==> src/rtl/pario_pkg.sv <==
package pario_pkg;

    localparam int DATA_W   = 8;
    localparam int FLAG_W   = 2;
    localparam int SETUP_W  = DATA_W - FLAG_W;
    localparam int NUM_CH   = 2;
    localparam int RSEL_W   = 2;
    localparam int SEL_BIT  = 2;   // control bit choosing latch (1) or direction (0)

    typedef enum logic {
        KIND_PORT = 1'b0,
        KIND_CTRL = 1'b1
    } reg_kind_e;

    typedef struct packed {
        logic              hit;
        logic              rd;
        logic              wr;
        logic              ch;
        reg_kind_e         kind;
        logic [DATA_W-1:0] wdata;
    } bus_req_t;

    typedef struct packed {
        logic [FLAG_W-1:0]  flags;
        logic [SETUP_W-1:0] setup;
    } ctrl_word_t;

    function automatic logic [DATA_W-1:0] mix_pins(
        input logic [DATA_W-1:0] latch,
        input logic [DATA_W-1:0] dir,
        input logic [DATA_W-1:0] pins
    );
        return (latch & dir) | (pins & ~dir);
    endfunction

endpackage

==> src/rtl/pario_decode.sv <==
module pario_decode
    import pario_pkg::*;
(
    input  logic              cs_hi0,
    input  logic              cs_hi1,
    input  logic              cs_lo_n,
    input  logic [RSEL_W-1:0] rsel,
    input  logic              rnw,
    input  logic [DATA_W-1:0] wdata,
    output bus_req_t          req
);

    logic selected;

    always_comb begin
        selected  = cs_hi0 & cs_hi1 & ~cs_lo_n;
        req.hit   = selected;
        req.rd    = selected & rnw;
        req.wr    = selected & ~rnw;
        req.ch    = rsel[1];
        req.kind  = rsel[0] ? KIND_CTRL : KIND_PORT;
        req.wdata = wdata;
    end

endmodule

==> src/rtl/pario_channel.sv <==
module pario_channel
    import pario_pkg::*;
#(
    parameter int CH_ID = 0
) (
    input  logic               clk,
    input  logic               rst,
    input  bus_req_t           req,
    input  logic [DATA_W-1:0]  pin_in,
    input  logic [FLAG_W-1:0]  flags,
    output logic [DATA_W-1:0]  pin_out,
    output logic [DATA_W-1:0]  pin_oe,
    output logic [SETUP_W-1:0] setup,
    output logic [DATA_W-1:0]  rd_word,
    output logic               ctl_rd
);

    logic              mine;
    logic              ctl_wr;
    logic              port_wr;
    logic              dir_wr;
    logic              lat_wr;
    logic [DATA_W-1:0] dir_q;
    logic [DATA_W-1:0] lat_q;
    ctrl_word_t        ctl_q;

    always_comb begin
        mine    = req.hit && (req.ch == CH_ID[0]);
        ctl_wr  = mine && req.wr && (req.kind == KIND_CTRL);
        port_wr = mine && req.wr && (req.kind == KIND_PORT);
        dir_wr  = port_wr && !ctl_q.setup[SEL_BIT];
        lat_wr  = port_wr &&  ctl_q.setup[SEL_BIT];
        ctl_rd  = mine && req.rd && (req.kind == KIND_CTRL);
    end

    always_ff @(posedge clk) begin
        if (rst) begin
            dir_q       <= '0;
            lat_q       <= '0;
            ctl_q.setup <= '0;
        end else begin
            if (dir_wr) dir_q       <= req.wdata;
            if (lat_wr) lat_q       <= req.wdata;
            if (ctl_wr) ctl_q.setup <= req.wdata[SETUP_W-1:0];
        end
    end

    always_comb ctl_q.flags = flags;

    always_comb begin
        if (req.kind == KIND_CTRL)
            rd_word = ctl_q;
        else if (ctl_q.setup[SEL_BIT])
            rd_word = mix_pins(lat_q, dir_q, pin_in);
        else
            rd_word = dir_q;
    end

    assign pin_out = lat_q;
    assign pin_oe  = dir_q;
    assign setup   = ctl_q.setup;

    AST_OE_HOLDS_WITHOUT_WRITE: assert property (@(posedge clk) disable iff (rst)
        !(mine && req.wr && req.kind == KIND_PORT && !setup[SEL_BIT]) |=> $stable(pin_oe));

    AST_OUT_HOLDS_WITHOUT_WRITE: assert property (@(posedge clk) disable iff (rst)
        !(mine && req.wr && req.kind == KIND_PORT && setup[SEL_BIT]) |=> $stable(pin_out));

    AST_SETUP_HOLDS_WITHOUT_WRITE: assert property (@(posedge clk) disable iff (rst)
        !(req.hit && req.wr && req.ch == CH_ID[0] && req.kind == KIND_CTRL) |=> $stable(setup));

    AST_RESET_CLEARS: assert property (@(posedge clk)
        rst |=> (pin_oe == '0 && pin_out == '0 && setup == '0));

endmodule

==> src/rtl/pario_regs.sv <==
module pario_regs
    import pario_pkg::*;
(
    input  logic               clk,
    input  logic               rst,
    input  logic               cs_hi0,
    input  logic               cs_hi1,
    input  logic               cs_lo_n,
    input  logic [RSEL_W-1:0]  rsel,
    input  logic               rnw,
    input  logic [DATA_W-1:0]  wdata,
    output logic [DATA_W-1:0]  rdata,
    output logic               rdata_oe,
    input  logic [DATA_W-1:0]  pa_in,
    output logic [DATA_W-1:0]  pa_out,
    output logic [DATA_W-1:0]  pa_oe,
    input  logic [DATA_W-1:0]  pb_in,
    output logic [DATA_W-1:0]  pb_out,
    output logic [DATA_W-1:0]  pb_oe,
    input  logic [FLAG_W-1:0]  flag_a,
    input  logic [FLAG_W-1:0]  flag_b,
    output logic [SETUP_W-1:0] ctl_a,
    output logic [SETUP_W-1:0] ctl_b,
    output logic               ctl_rd_a,
    output logic               ctl_rd_b
);

    bus_req_t                               req;
    logic [NUM_CH-1:0][DATA_W-1:0]          pin_in_v;
    logic [NUM_CH-1:0][DATA_W-1:0]          pin_out_v;
    logic [NUM_CH-1:0][DATA_W-1:0]          pin_oe_v;
    logic [NUM_CH-1:0][FLAG_W-1:0]          flag_v;
    logic [NUM_CH-1:0][SETUP_W-1:0]         setup_v;
    logic [NUM_CH-1:0][DATA_W-1:0]          rd_word_v;
    logic [NUM_CH-1:0]                      ctl_rd_v;
    logic [NUM_CH-1:0]                      ctl_rd_q;

    pario_decode u_decode (
        .cs_hi0  (cs_hi0),
        .cs_hi1  (cs_hi1),
        .cs_lo_n (cs_lo_n),
        .rsel    (rsel),
        .rnw     (rnw),
        .wdata   (wdata),
        .req     (req)
    );

    assign pin_in_v[0] = pa_in;
    assign pin_in_v[1] = pb_in;
    assign flag_v[0]   = flag_a;
    assign flag_v[1]   = flag_b;

    for (genvar c = 0; c < NUM_CH; c++) begin : g_ch
        pario_channel #(.CH_ID(c)) u_ch (
            .clk     (clk),
            .rst     (rst),
            .req     (req),
            .pin_in  (pin_in_v[c]),
            .flags   (flag_v[c]),
            .pin_out (pin_out_v[c]),
            .pin_oe  (pin_oe_v[c]),
            .setup   (setup_v[c]),
            .rd_word (rd_word_v[c]),
            .ctl_rd  (ctl_rd_v[c])
        );
    end

    always_ff @(posedge clk) begin
        if (rst) begin
            rdata    <= '0;
            rdata_oe <= 1'b0;
            ctl_rd_q <= '0;
        end else if (req.rd) begin
            rdata    <= rd_word_v[req.ch];
            rdata_oe <= 1'b1;
            ctl_rd_q <= ctl_rd_v;
        end else begin
            rdata    <= '0;
            rdata_oe <= 1'b0;
            ctl_rd_q <= '0;
        end
    end

    assign pa_out   = pin_out_v[0];
    assign pa_oe    = pin_oe_v[0];
    assign pb_out   = pin_out_v[1];
    assign pb_oe    = pin_oe_v[1];
    assign ctl_a    = setup_v[0];
    assign ctl_b    = setup_v[1];
    assign ctl_rd_a = ctl_rd_q[0];
    assign ctl_rd_b = ctl_rd_q[1];

    AST_OE_FROM_SELECTED_READ: assert property (@(posedge clk) disable iff (rst)
        rdata_oe |-> $past(cs_hi0 && cs_hi1 && !cs_lo_n && rnw));

    AST_BUS_QUIET_WHEN_IDLE: assert property (@(posedge clk) disable iff (rst)
        !rdata_oe |-> (rdata == '0));

    AST_STROBE_SINGLE: assert property (@(posedge clk) disable iff (rst)
        $onehot0({ctl_rd_a, ctl_rd_b}));

    AST_STROBE_A_ORIGIN: assert property (@(posedge clk) disable iff (rst)
        ctl_rd_a |-> (rdata_oe && $past(rsel == 2'd1)));

    AST_STROBE_B_ORIGIN: assert property (@(posedge clk) disable iff (rst)
        ctl_rd_b |-> (rdata_oe && $past(rsel == 2'd3)));

endmodule

==> config.mk <==
export PLATFORM = sky130hd
export DESIGN_NAME = pario_regs
export DESIGN_NICKNAME = d
export VERILOG_FILES = /design/src/rtl/pario_pkg.sv /design/src/rtl/pario_decode.sv /design/src/rtl/pario_channel.sv /design/src/rtl/pario_regs.sv
export SDC_FILE = /design/constraint.sdc
export NUM_CORES = 1
export LEC_CHECK = 0
export BUFFER_PORTS_ARGS = -buffer_cell sky130_fd_sc_hd__buf_4
export CAP_MARGIN = 10
export CELL_PAD_IN_SITES_DETAIL_PLACEMENT = 0
export CELL_PAD_IN_SITES_GLOBAL_PLACEMENT = 1
export CORE_MARGIN = 5
export CORE_UTILIZATION = 30
export CTS_CLUSTER_SIZE = 40
export DETAILED_ROUTE_END_ITERATION = 6
export GPL_TIMING_DRIVEN = 0
export HOLD_SLACK_MARGIN = 0.05
export PLACE_DENSITY = 0.74
export SETUP_SLACK_MARGIN = 0.05
export SLEW_MARGIN = 20
export SYNTH_ARGS = -nofsm -noshare
export SYNTH_HDL_FRONTEND = slang
export SYNTH_HIERARCHICAL = 1
export SYNTH_SLANG_ARGS = --single-unit
export TNS_END_PERCENT = 100
==> constraint.sdc <==
create_clock -name clk -period 1.25 [get_ports clk]
set_input_delay 0.125 -clock clk [delete_from_list [all_inputs] [get_ports clk]]
set_output_delay 0.125 -clock clk [all_outputs]
set_load 0.02 [all_outputs]
-- Yosys cells after proc, flatten, opt, wreduce, memory -nomap -nowiden
Index checks and enable logic that the tools add are counted.
- register bits: 55
- input bits: 36
- output and inout port bits: 55
- order comparisons: 1
- muxes and demuxes: 8
- bitwise gates (word level): 17
- reductions and logical operators: 19
- operators with widths (kind ; number):
    8-bit two-way mux ; 6
    8-bit AND ; 4
    1-bit logical AND ; 16
    8-bit NOT ; 2
    8-bit bitwise OR ; 2
    1-bit NOT ; 5
    1-bit AND ; 4
    1-bit logical NOT ; 2
    1-bit by 2-bit < comparator with 1-bit output, second input constant ; 1
    1-bit two-way mux ; 2
    2-bit OR reduction ; 1

-- Logic depth before layout (Yosys ltp)
Gate-level depths: netlist of the first run.
- depth after elaboration: 7
- gate-level depth with buffers: 7
- depth with buffers taken out: 5

-- Modules after synthesis
Netlist of the first run, hierarchy kept.
- by module, submodules not included (module ; times used ; cells each ; area each (sq um) ; seq. area each (sq um)):
    pario_channel (g_ch[1].u_ch) ; 1 ; 129 ; 1123.6 ; 440.4
    pario_channel (g_ch[0].u_ch) ; 1 ; 122 ; 1117.3 ; 440.4
    pario_regs ; 1 ; 33 ; 382.9 ; 220.2
    pario_decode ; 1 ; 14 ; 116.4 ; 0.0

-- Worst setup path before layout of the first run
OpenSTA, ideal clock, no wires.
- path kind: register to register
- start: reg g_ch[1].u_ch/setup[2] (netlist name)
- end: reg g_ch[1].u_ch.lat_q[0]
- arrival: 1.215 ns
- path slack: -0.084 ns
- cell stages (with the launch flop): 5
- path buffers: 2
- period minus slack after synthesis: 1.334 ns
- cell sequence: dfxtp_1 buf_6 or3b_1 buf_6 mux2i_1
- word-level cells in the longest chain between the ends: 1
- ends and longest elaborated chain (element ; RTL line ; RTL):
    1-bit logical AND ; pario_channel.sv:32 ; lat_wr = port_wr && ctl_q.setup[SEL_BIT];
    end signal, assigned ; pario_channel.sv:43 ; if (lat_wr) lat_q <= req.wdata;
    end, declared ; pario_channel.sv:24 ; logic [DATA_W-1:0] lat_q;
Every way passes these cells.
A chain may end at the register's enable or synchronous reset.

-- Worst setup path in the final report of the first run
- start: reg g_ch[1].u_ch/setup[2] (netlist name)
- end: reg g_ch[1].u_ch.lat_q[6]
- word-level cells in the longest chain between the ends: 1
- ends and longest elaborated chain (element ; RTL line):
    1-bit logical AND ; pario_channel.sv:32
Every way passes these cells.

==> flow_summary.ini, run 1 <==
[run_status]
outcome = finished with violations
violations = negative setup slack

[routing]
vias = 2412
dr.pass1.iters = 4
drtAntennaViolNets = 0
via_per_inst = 4.81
drt_iter0_markers = 69
drc_errors = 0
wire_per_inst_um = 16.6
drt-total-wl_mm = 8.33

[placement]
dpl.cell_count = 486
dp_hpwl_mm = 6.34
place_congestion = 0.768
port_buffers = 80

[die]
die_y_um = 106
core_area_um2 = 8810
ios = 91
die_x_um = 106
die_area_um2 = 11100
initial_utilization = 0.311
row_count = 34

[sta]
setup_ws_ps = -42.8
maxSlewViolCount = 0
tightest_slew_ps = 468
fmax_mhz = 773
setup_violations = 10
fin_skew_ps = 10.4
holdWs_ps = 113
hold_viol = 0
slew_headroom = 0.688
fin_crit_ps = 1290
min_period_over_period = 1.03
rsz0062_at_grt = true

[global_route]
gr-total-overflow = 0
grtUsageTotal = 0.146
grt_max_degree = 19
grt_pass1_wl_mm = 13.0
met3_usage = 0.0312
grt_pass1_vias = 2390
grtUsageMet2 = 0.241
top_usage_layer = met2
antenna_found_initial = 0
grt_use_met1 = 0.198

[layout]
area_growth_pct = 38.5
layout_commonest_cell = buf_4
fillers = 903
drive_above_1_share = 0.377
seq_area_um2 = 1110
utilization = 0.431
multi_input_area_um2 = 1510
diodes = 0
nets = 428
final_cell_mix = buf_4, dfxtp_1, nand2b_1
fin_cells = 501

[worst_setup_path]
reg2reg_depth = 4
crit_path_start_kind = register
cp-startpoint = g_ch[1].u_ch/setup[2]
r2r_slack_ps = -40
timing.rr.start = g_ch[1].u_ch/setup[2]
required_ps = 1460
cp_max_fo = 9
crit_path_top_delay_cell = dfxtp_2
worst-setup-path-type = register to register
worstPathArrival_ps = 1500
crit_family = flip-flops
worstPathCellList = buf_8, or3b_1, buf_6, mux2i_2
reg2reg_to = g_ch[1].u_ch/pin_out[6]
cpPeakStageDelay_ps = 360
cp-end-kind = register
cp_num_buf_inv = 2

[pwr]
finalPower_w = 0.00305
leakage_nw = 1.66
power_density_nw_per_um2 = 803
ir_worst_vdd_v = 0.000423

[yosys]
synth-seq-cells = 55
synth_cell_types = 34
yosysSeqAreaShare = 0.402
syn_avg_cell_area_um2 = 9.20
ys_warn_count = 6
syn_inst = 298
synthesis.nets = 334
syn_area_um2 = 2740

[min_path]
hp-class = input pin to register
holdPathStages = 3
min_to = g_ch[1].u_ch/pin_out[7]
hold_start = wdata[7]

[clocking]
clock_sinks = 55
h-tree-depth = 2
clk_latency_ps = 320
path_clk_slew_ps = 100
cts_inserted_buffers = 5
cts_root_buffer = clkbuf_8
clock_path_buffers = 2
cts_tree = done

[run]
maxCapViolations = 0
cells by family (layout without fill, tap and decap cells):
family	after synthesis	count (layout)	synth area share
flip-flops	55	55	0.402
AO/OA/AOI/OAI	45	45	0.0954
multiplexers	40	40	0.146
AND/OR/NAND/NOR	124	124	0.277
buffers and inverters	34	129	0.0794
metal layers:
layer	up-vias	wire length (µm)	share of wire
met3	6	378	0.045
met2	59	3970	0.48
met5	-	0	0
met4	0	76	0.0091
met1	1146	3910	0.47
li1	1201	-	-
worst min-delay path, stage by stage:
cell and delay [ps]:
buf_4 120, nand2b_1 80, mux2i_1 70
area by class of cell:
type / count / area share
inverter: 3 / 0.00363
sequential: 55 / 0.291
buffer: 30 / 0.0593
multi-input combinational: 209 / 0.398
timing repair buffer: 88 / 0.188
clock buffer: 5 / 0.0181
tap: 108 / 0.0356
clock inverter: 3 / 0.00593
stage by stage:
step                      worst slack [ps]  area (µm²)  TNS [ps]
final                                -42.8        3800      -149
after global routing                 -83.7        3800      -778
after CTS                            -17.9        3730     -27.6
after detailed placement              -289        3480     -8820
after global placement                -239        3480     -7690
after floorplan                      -19.7        2750      -158
worst max path at each step:
stage	cells after the start	end	slack (ps)
2_1_floorplan	5	g_ch[1].u_ch/pin_out[0]	-20
3_3_place_gp	6	g_ch[1].u_ch/pin_out[5]	-240
5_1_grt	6	rdata[3]	-80
3_5_place_dp	5	g_ch[1].u_ch/pin_oe[7]	-290
6_report	4	g_ch[1].u_ch/pin_out[6]	-40
4_1_cts	5	rdata[3]	-20
synth_stat cells, drive strengths merged:
master / n / area share
o22ai: 1 / 0.0023
dfxtp: 55 / 0.40
or3b: 1 / 0.0032
nand4b: 1 / 0.0032
and3b: 1 / 0.0037
buf: 20 / 0.060
clkbuf: 11 / 0.015
nor4bb: 1 / 0.0037
and2: 3 / 0.0069
inv: 2 / 0.0027
nand3: 1 / 0.0037
and4: 1 / 0.0032
a21oi: 17 / 0.031
o21ai: 13 / 0.024
or3: 1 / 0.0023
and4bb: 2 / 0.011
nand2: 23 / 0.032
nor3: 1 / 0.0037
nand3b: 12 / 0.033
mux2i: 40 / 0.15
o31ai: 14 / 0.038
nor2: 16 / 0.022
and4b: 2 / 0.0078
nor3b: 7 / 0.019
nand4: 1 / 0.0023
clkinv: 1 / 0.0014
nand2b: 50 / 0.12
sequential cells by signal, indices dropped and copies added, names as in the netlist:
| name | cells |
|---|---|
| g_ch.u_ch/pin_oe | 16 |
| rdata | 8 |
| g_ch.u_ch/setup | 12 |
| g_ch.u_ch/pin_out | 16 |
| ctl_rd_q | 2 |
| rdata_oe | 1 |
power breakdown:
part	total, W	internal [W]	switching (W)
combinational	0.000275	0.000145	0.000130
sequential	0.00175	0.00175	0.00000136
clock	0.00102	0.000407	0.000615
repair_timing:
item                       CTS  global route
buffers inserted             7             0
cloned                       0             1
setup endpoints to repair   21            23
resized for setup           18            17
hold endpoints to repair     0             0
hold buffers                 0             0
pin swaps                    6             5
Power figures use the tool's default switching activity.
==> run 2: changes to the inputs <==
--- a/config.mk
+++ b/config.mk
@@ -5,6 +5,7 @@
 export SDC_FILE = /design/constraint.sdc
 export NUM_CORES = 1
 export LEC_CHECK = 0
+export ABC_AREA = 1
 export BUFFER_PORTS_ARGS = -buffer_cell sky130_fd_sc_hd__buf_4
 export CAP_MARGIN = 10
 export CELL_PAD_IN_SITES_DETAIL_PLACEMENT = 0
@@ -15,7 +16,7 @@
 export DETAILED_ROUTE_END_ITERATION = 6
 export GPL_TIMING_DRIVEN = 0
 export HOLD_SLACK_MARGIN = 0.05
-export PLACE_DENSITY = 0.74
+export PLACE_DENSITY = 0.76
 export SETUP_SLACK_MARGIN = 0.05
 export SLEW_MARGIN = 20
 export SYNTH_ARGS = -nofsm -noshare
==> run 2 against run 1 <==
Effect of this change:
- the run now ends clean
- area after synthesis rose by 17%
- fmax up 7.8%
- die area increased by 15%
- power is 3.1% higher
- via count grew 29%
- critical path type is now register to output pin
- critical endpoint is now ctl_a[2]
- largest cell class unchanged
- largest power group unchanged
- highest routed layer unchanged
==> flow_summary.ini, run 2 <==
[run_status]
outcome = finished, final reports clean

[yosys]
synth_top_area_cell = dfxtp_1
syn_area_um2 = 3200
syn_avg_cell_area_um2 = 6.70
async_flop_share = 0
ys.flop_type = dfxtp_1
yosysSeqAreaShare = 0.344
synth-seq-cells = 55
synth_edf_count = 0
synthesis.nets = 513
synth_commonest_cells = nand2_1, inv_1, nor2_1, dfxtp_1, nand3_1
ys_warn_count = 6
syn_inst = 477
synth.area.top_cells = dfxtp_1, nand2_1, inv_1
yosysTopAreaCellShare = 0.344
synth_cell_types = 27
synth_most_common_cell = nand2_1

[pwr]
power_switching_w = 0.000848
p_clk_frac = 0.320
p_seq_frac = 0.558
p_int_w = 0.00230
comb_power_share = 0.122
power_density_nw_per_um2 = 719
sw_frac_of_total = 0.270
ir_worst_vdd_v = 0.000387
leakage_nw = 2.08

[clocking]
path_clk_slew_ps = 100
cts_root_buffer = clkbuf_8
h-tree-depth = 2
cts_tree = done
clock_path_buffers = 2
cts_inserted_buffers = 5
clk_latency_ps = 310
clock_sinks = 55

[worst_setup_path]
worstPathCellList = buf_4, buf_4
crit_path_top_delay_cell = dfxtp_4
cp-startpoint = g_ch[0].u_ch/setup[2]
path_depth = 2
timing.rr.start = g_ch[0].u_ch/setup[2]
cpMostUsedCell = buf_4
worstPathArrival_ps = 1070
crit_path_start_kind = register
cp_max_fo = 8
crit_family = flip-flops
worst-setup-path-type = register to output pin
r2r_slack_ps = 70
cp-end-kind = output pin
crit_path_end = ctl_a[2]
reg2reg_depth = 6
cpPeakStageDelay_ps = 490
reg2reg_to = rdata[0]
cp_num_buf_inv = 2
required_ps = 1120

[routing]
vias = 3123
drt_iter0_markers = 135
drtAntennaViolNets = 0
wire_per_inst_um = 14.1
drc_errors = 0
dr.pass1.iters = 4
via_per_inst = 4.34
drt-total-wl_mm = 10.1

[layout]
drive_above_1_share = 0.350
fin_cells = 719
utilization = 0.421
layout_commonest_cell = buf_4
diodes = 0
nets = 618
area_growth_pct = 36.7
final_cell_mix = buf_4, nand2_1, inv_1

[global_route]
grt_pass1_vias = 3203
grt_pass1_wl_mm = 16.2
grt_max_degree = 17
gr-total-overflow = 0
grtUsageTotal = 0.158
antenna_found_initial = 0

[die]
die_area_um2 = 12800
row_count = 37
die_y_um = 113
ios = 91
initial_utilization = 0.308
core_area_um2 = 10400
die_x_um = 113

[sta]
setup_violations = 0
slew_headroom = 0.786
fmax_mhz = 834
tightest_slew_ps = 320
min_period_over_period = 0.959
rsz0062_at_grt = true
fin_crit_ps = 1200
fin_skew_ps = 5.95
maxSlewViolCount = 0
hold_viol = 0

[min_path]
hp-class = input pin to register

[placement]
port_buffers = 80
place_congestion = 0.831
dpl.cell_count = 693
dp_hpwl_mm = 7.69

[run]
maxCapViolations = 0
-- run 2: how the worst min path moves through the flow --
stage                            end  cells past startpoint  slack (ps)  startpoint
5_1_grt        g_ch[0].u_ch/setup[3]                      3          80    wdata[3]
2_1_floorplan  g_ch[0].u_ch/setup[2]                      3         290         rst
3_5_place_dp   g_ch[0].u_ch/setup[4]                      3         390    wdata[4]
4_1_cts        g_ch[0].u_ch/setup[4]                      3          50    wdata[4]
6_report       g_ch[0].u_ch/setup[4]                      3          70    wdata[4]
3_3_place_gp   g_ch[0].u_ch/setup[4]                      3         380    wdata[4]
-- run 2: logic make-up (layout without fill, tap and decap cells) --
| group | count (synthesis) | after routing | share of synthesized area |
|---|---|---|---|
| AO/OA/AOI/OAI | 41 | 41 | 0.0798 |
| buffers and inverters | 133 | 239 | 0.198 |
| flip-flops | 55 | 55 | 0.344 |
| AND/OR/NAND/NOR | 248 | 248 | 0.378 |
-- run 2: power by group through the flow --
| stage | clock network [W] | logic, W | registers (W) |
|---|---|---|---|
| after global placement | 0 | 0.000359 | 0.00179 |
| after detailed placement | 0 | 0.000362 | 0.00179 |
| after CTS | 0.00104 | 0.000367 | 0.00175 |
| after global routing | 0.00109 | 0.000418 | 0.00176 |
| final | 0.00101 | 0.000382 | 0.00175 |
| after floorplan | 0 | 0.000216 | 0.00180 |
-- run 2: timing repair --
action                                  in CTS  in global routing
gates cloned                                 0                  0
resized for setup                           20                 27
hold buffers                                 0                  0
buffers inserted                             9                 11
pin swaps                                    7                 24
endpoints found under the setup margin      24                 29
-- run 2: worst min-delay path, cell delays in order --
cell,delay [ps]
buf_4,100
nor2_1,40
nor2_1,90
-- run 2: per-layer routing --
layer	global-route usage	vias to the layer above	routed length, µm
met4	0.0433	0	119
met5	0	-	0
met2	0.262	82	4700
met1	0.205	1398	4700
met3	0.0369	8	620
li1	-	1635	-
-- run 2: metrics by stage --
stage	TNS, ps	power [W]	setup slack [ps]	area [µm²]	hold WS, ps
2_1_floorplan	0	0.00201	53.0	3220	288
3_3_place_gp	-8500	0.00215	-264	3990	377
3_5_place_dp	-8690	0.00216	-267	3990	389
4_1_cts	0	0.00316	29.4	4200	52.9
5_1_grt	0	0.00327	20.0	4370	78.6
6_report	0	0.00314	50.9	4370	66.1
-- run 2: cell type report --
| cell class | count | area (µm²) |
|---|---|---|
| Buffer | 27 | 240 |
| Clock buffer | 5 | 68.8 |
| Clock inverter | 3 | 15.0 |
| Fill cell | 1121 | 6000 |
| Inverter | 104 | 425 |
| Multi-Input combinational cell | 289 | 1570 |
| Sequential cell | 55 | 1110 |
| Tap cell | 136 | 170 |
| Timing Repair Buffer | 100 | 774 |
==> run 3: changes to the inputs <==
--- a/config.mk
+++ b/config.mk
@@ -10,6 +10,7 @@
 export CAP_MARGIN = 10
 export CELL_PAD_IN_SITES_DETAIL_PLACEMENT = 0
 export CELL_PAD_IN_SITES_GLOBAL_PLACEMENT = 1
+export CORE_ASPECT_RATIO = 1.25
 export CORE_MARGIN = 5
 export CORE_UTILIZATION = 30
 export CTS_CLUSTER_SIZE = 40
==> constraint.sdc (replaced) <==
create_clock -name clk -period 1.25 [get_ports clk]
set_input_delay 0.25 -clock clk [delete_from_list [all_inputs] [get_ports clk]]
set_output_delay 0.25 -clock clk [all_outputs]
set_load 0.02 [all_outputs]
==> run 3 against run 2 <==
Effect of this change:
- count of clock-buffer cells in the layout up 1
- worst hold slack gained 150 ps
- cell area increased by 6.0%
- core utilization increased by 1.9 points
- global-route usage about the same
- die area is essentially flat
- power rose by 14%
- sequential share of layout area is 1.4 points lower
- first-iteration DRC count decreased by 16%
- clock skew up 1.0 ps
- critical path depth rose by 5
==> flow_summary.ini, run 3 (same netlist as run 2, synthesis figures left out) <==
[placement]
place_congestion = 0.801
port_buffers = 80
dp_hpwl_mm = 7.65
detailedPlace.worstSlack_ps = -300
dpl.cell_count = 689

[pwr]
power_density_nw_per_um2 = 773
leakage_nw = 2.17
finalPower_w = 0.00358
ir_worst_vdd_v = 0.000547

[clocking]
cts_inserted_buffers = 5
clk_latency_ps = 300
cts_tree = done
path_clk_slew_ps = 70
h-tree-depth = 2
clock_sinks = 55
clock_path_buffers = 2
cts_root_buffer = clkbuf_16

[layout]
area_growth_pct = 44.9
drive_above_1_share = 0.390
fin_cells = 721
nets = 625
final_cell_mix = buf_4, nand2_1, inv_1
layout_commonest_cell = buf_4
utilization = 0.441
diodes = 0

[sta]
setup_ws_ps = 12.0
fmax_mhz = 808
maxSlewViolCount = 0
fin_crit_ps = 1240
rsz0062_at_grt = true
tightest_slew_ps = 294
holdWs_ps = 213
min_period_over_period = 0.990
fin_skew_ps = 6.96
hold_viol = 0
slew_headroom = 0.804
setup_violations = 0

[die]
core_area_um2 = 10500
ios = 91
die_x_um = 102
initial_utilization = 0.304
row_count = 42
die_area_um2 = 12800
die_y_um = 125

[routing]
wire_per_inst_um = 14.1
drt_iter0_markers = 113
dr.pass1.iters = 4
drt-total-wl_mm = 10.1
drc_errors = 0
vias = 3142
drtAntennaViolNets = 0
via_per_inst = 4.36

[global_route]
grtUsageTotal = 0.157
grt_pass1_wl_mm = 15.8
grt_pass1_vias = 3106
gr-total-overflow = 0
grt_max_degree = 16
antenna_found_initial = 0

[run_status]
outcome = finished, final reports clean

[worst_setup_path]
worst-setup-path-type = register to register
required_ps = 1470
cp_max_fo = 7
crit_path_start_kind = register
worstPathArrival_ps = 1460
cp-end-kind = register

[run]
maxCapViolations = 0

[min_path]
hp-class = input pin to register
-- run 3: cell types whose count changed in the layout (fill, tap and decap cells not counted), sizes merged --
cell and change:
inv +1, clkinv -2, buf +6, clkbuf +1
-- run 3: cell type report --
| type | instances | area (µm²) |
|---|---|---|
| Timing Repair Buffer | 104 | 882 |
| Inverter | 104 | 445 |
| Clock buffer | 6 | 139 |
| Fill cell | 1101 | 5880 |
| Buffer | 29 | 287 |
| Tap cell | 132 | 165 |
| Sequential cell | 55 | 1110 |
| Multi-Input combinational cell | 289 | 1590 |
| Clock inverter | 1 | 5.00 |
| Timing Repair inverter | 1 | 6.26 |
-- run 3: critical path, stage by stage (launching register included) --
cell and delay [ps]:
dfxtp_4 360, buf_12 140, inv_8 70, buf_8 110
o211ai_1 100, o21ai_1 110, nand2_1 90, a21oi_2 180
-- run 3: worst paths after layout --
check,startpoint,to,slack (ps),depth (start not counted)
setup / recovery,g_ch[1].u_ch/setup[2],rdata[2],10,7
hold / removal,wdata[5],g_ch[0].u_ch/setup[5],210,3
setup reg to reg,g_ch[1].u_ch/setup[2],rdata[2],10,7
hold reg to reg,g_ch[1].u_ch/setup[4],g_ch[1].u_ch/setup[4],520,2
-- run 3: power breakdown --
group / internal (W) / switching, W
Clock: 0.000785 / 0.000641
Sequential: 0.00175 / 0.00000234
Combinational: 0.000170 / 0.000231
-- run 3: timing repair --
action | 4_1_cts | 5_1_grt
cloned | 2 | 1
setup endpoints to repair | 29 | 53
resized for setup | 21 | 49
buffers inserted | 9 | 13
hold buffers | 0 | 0
pin swaps | 7 | 43
-- run 3: per-layer routing --
layer / wire length [µm] / track usage
met3: 444 / 0.0306
met1: 4020 / 0.180
met4: 134 / 0.0486
met2: 5540 / 0.288
met5: 0 / 0
-- run 3: metrics by stage --
step,TNS (ps),instance area (µm²)
2_1_floorplan,0,3250
3_3_place_gp,-11360,4020
3_5_place_dp,-11850,4020
4_1_cts,0,4360
5_1_grt,-159,4630
6_report,0,4630
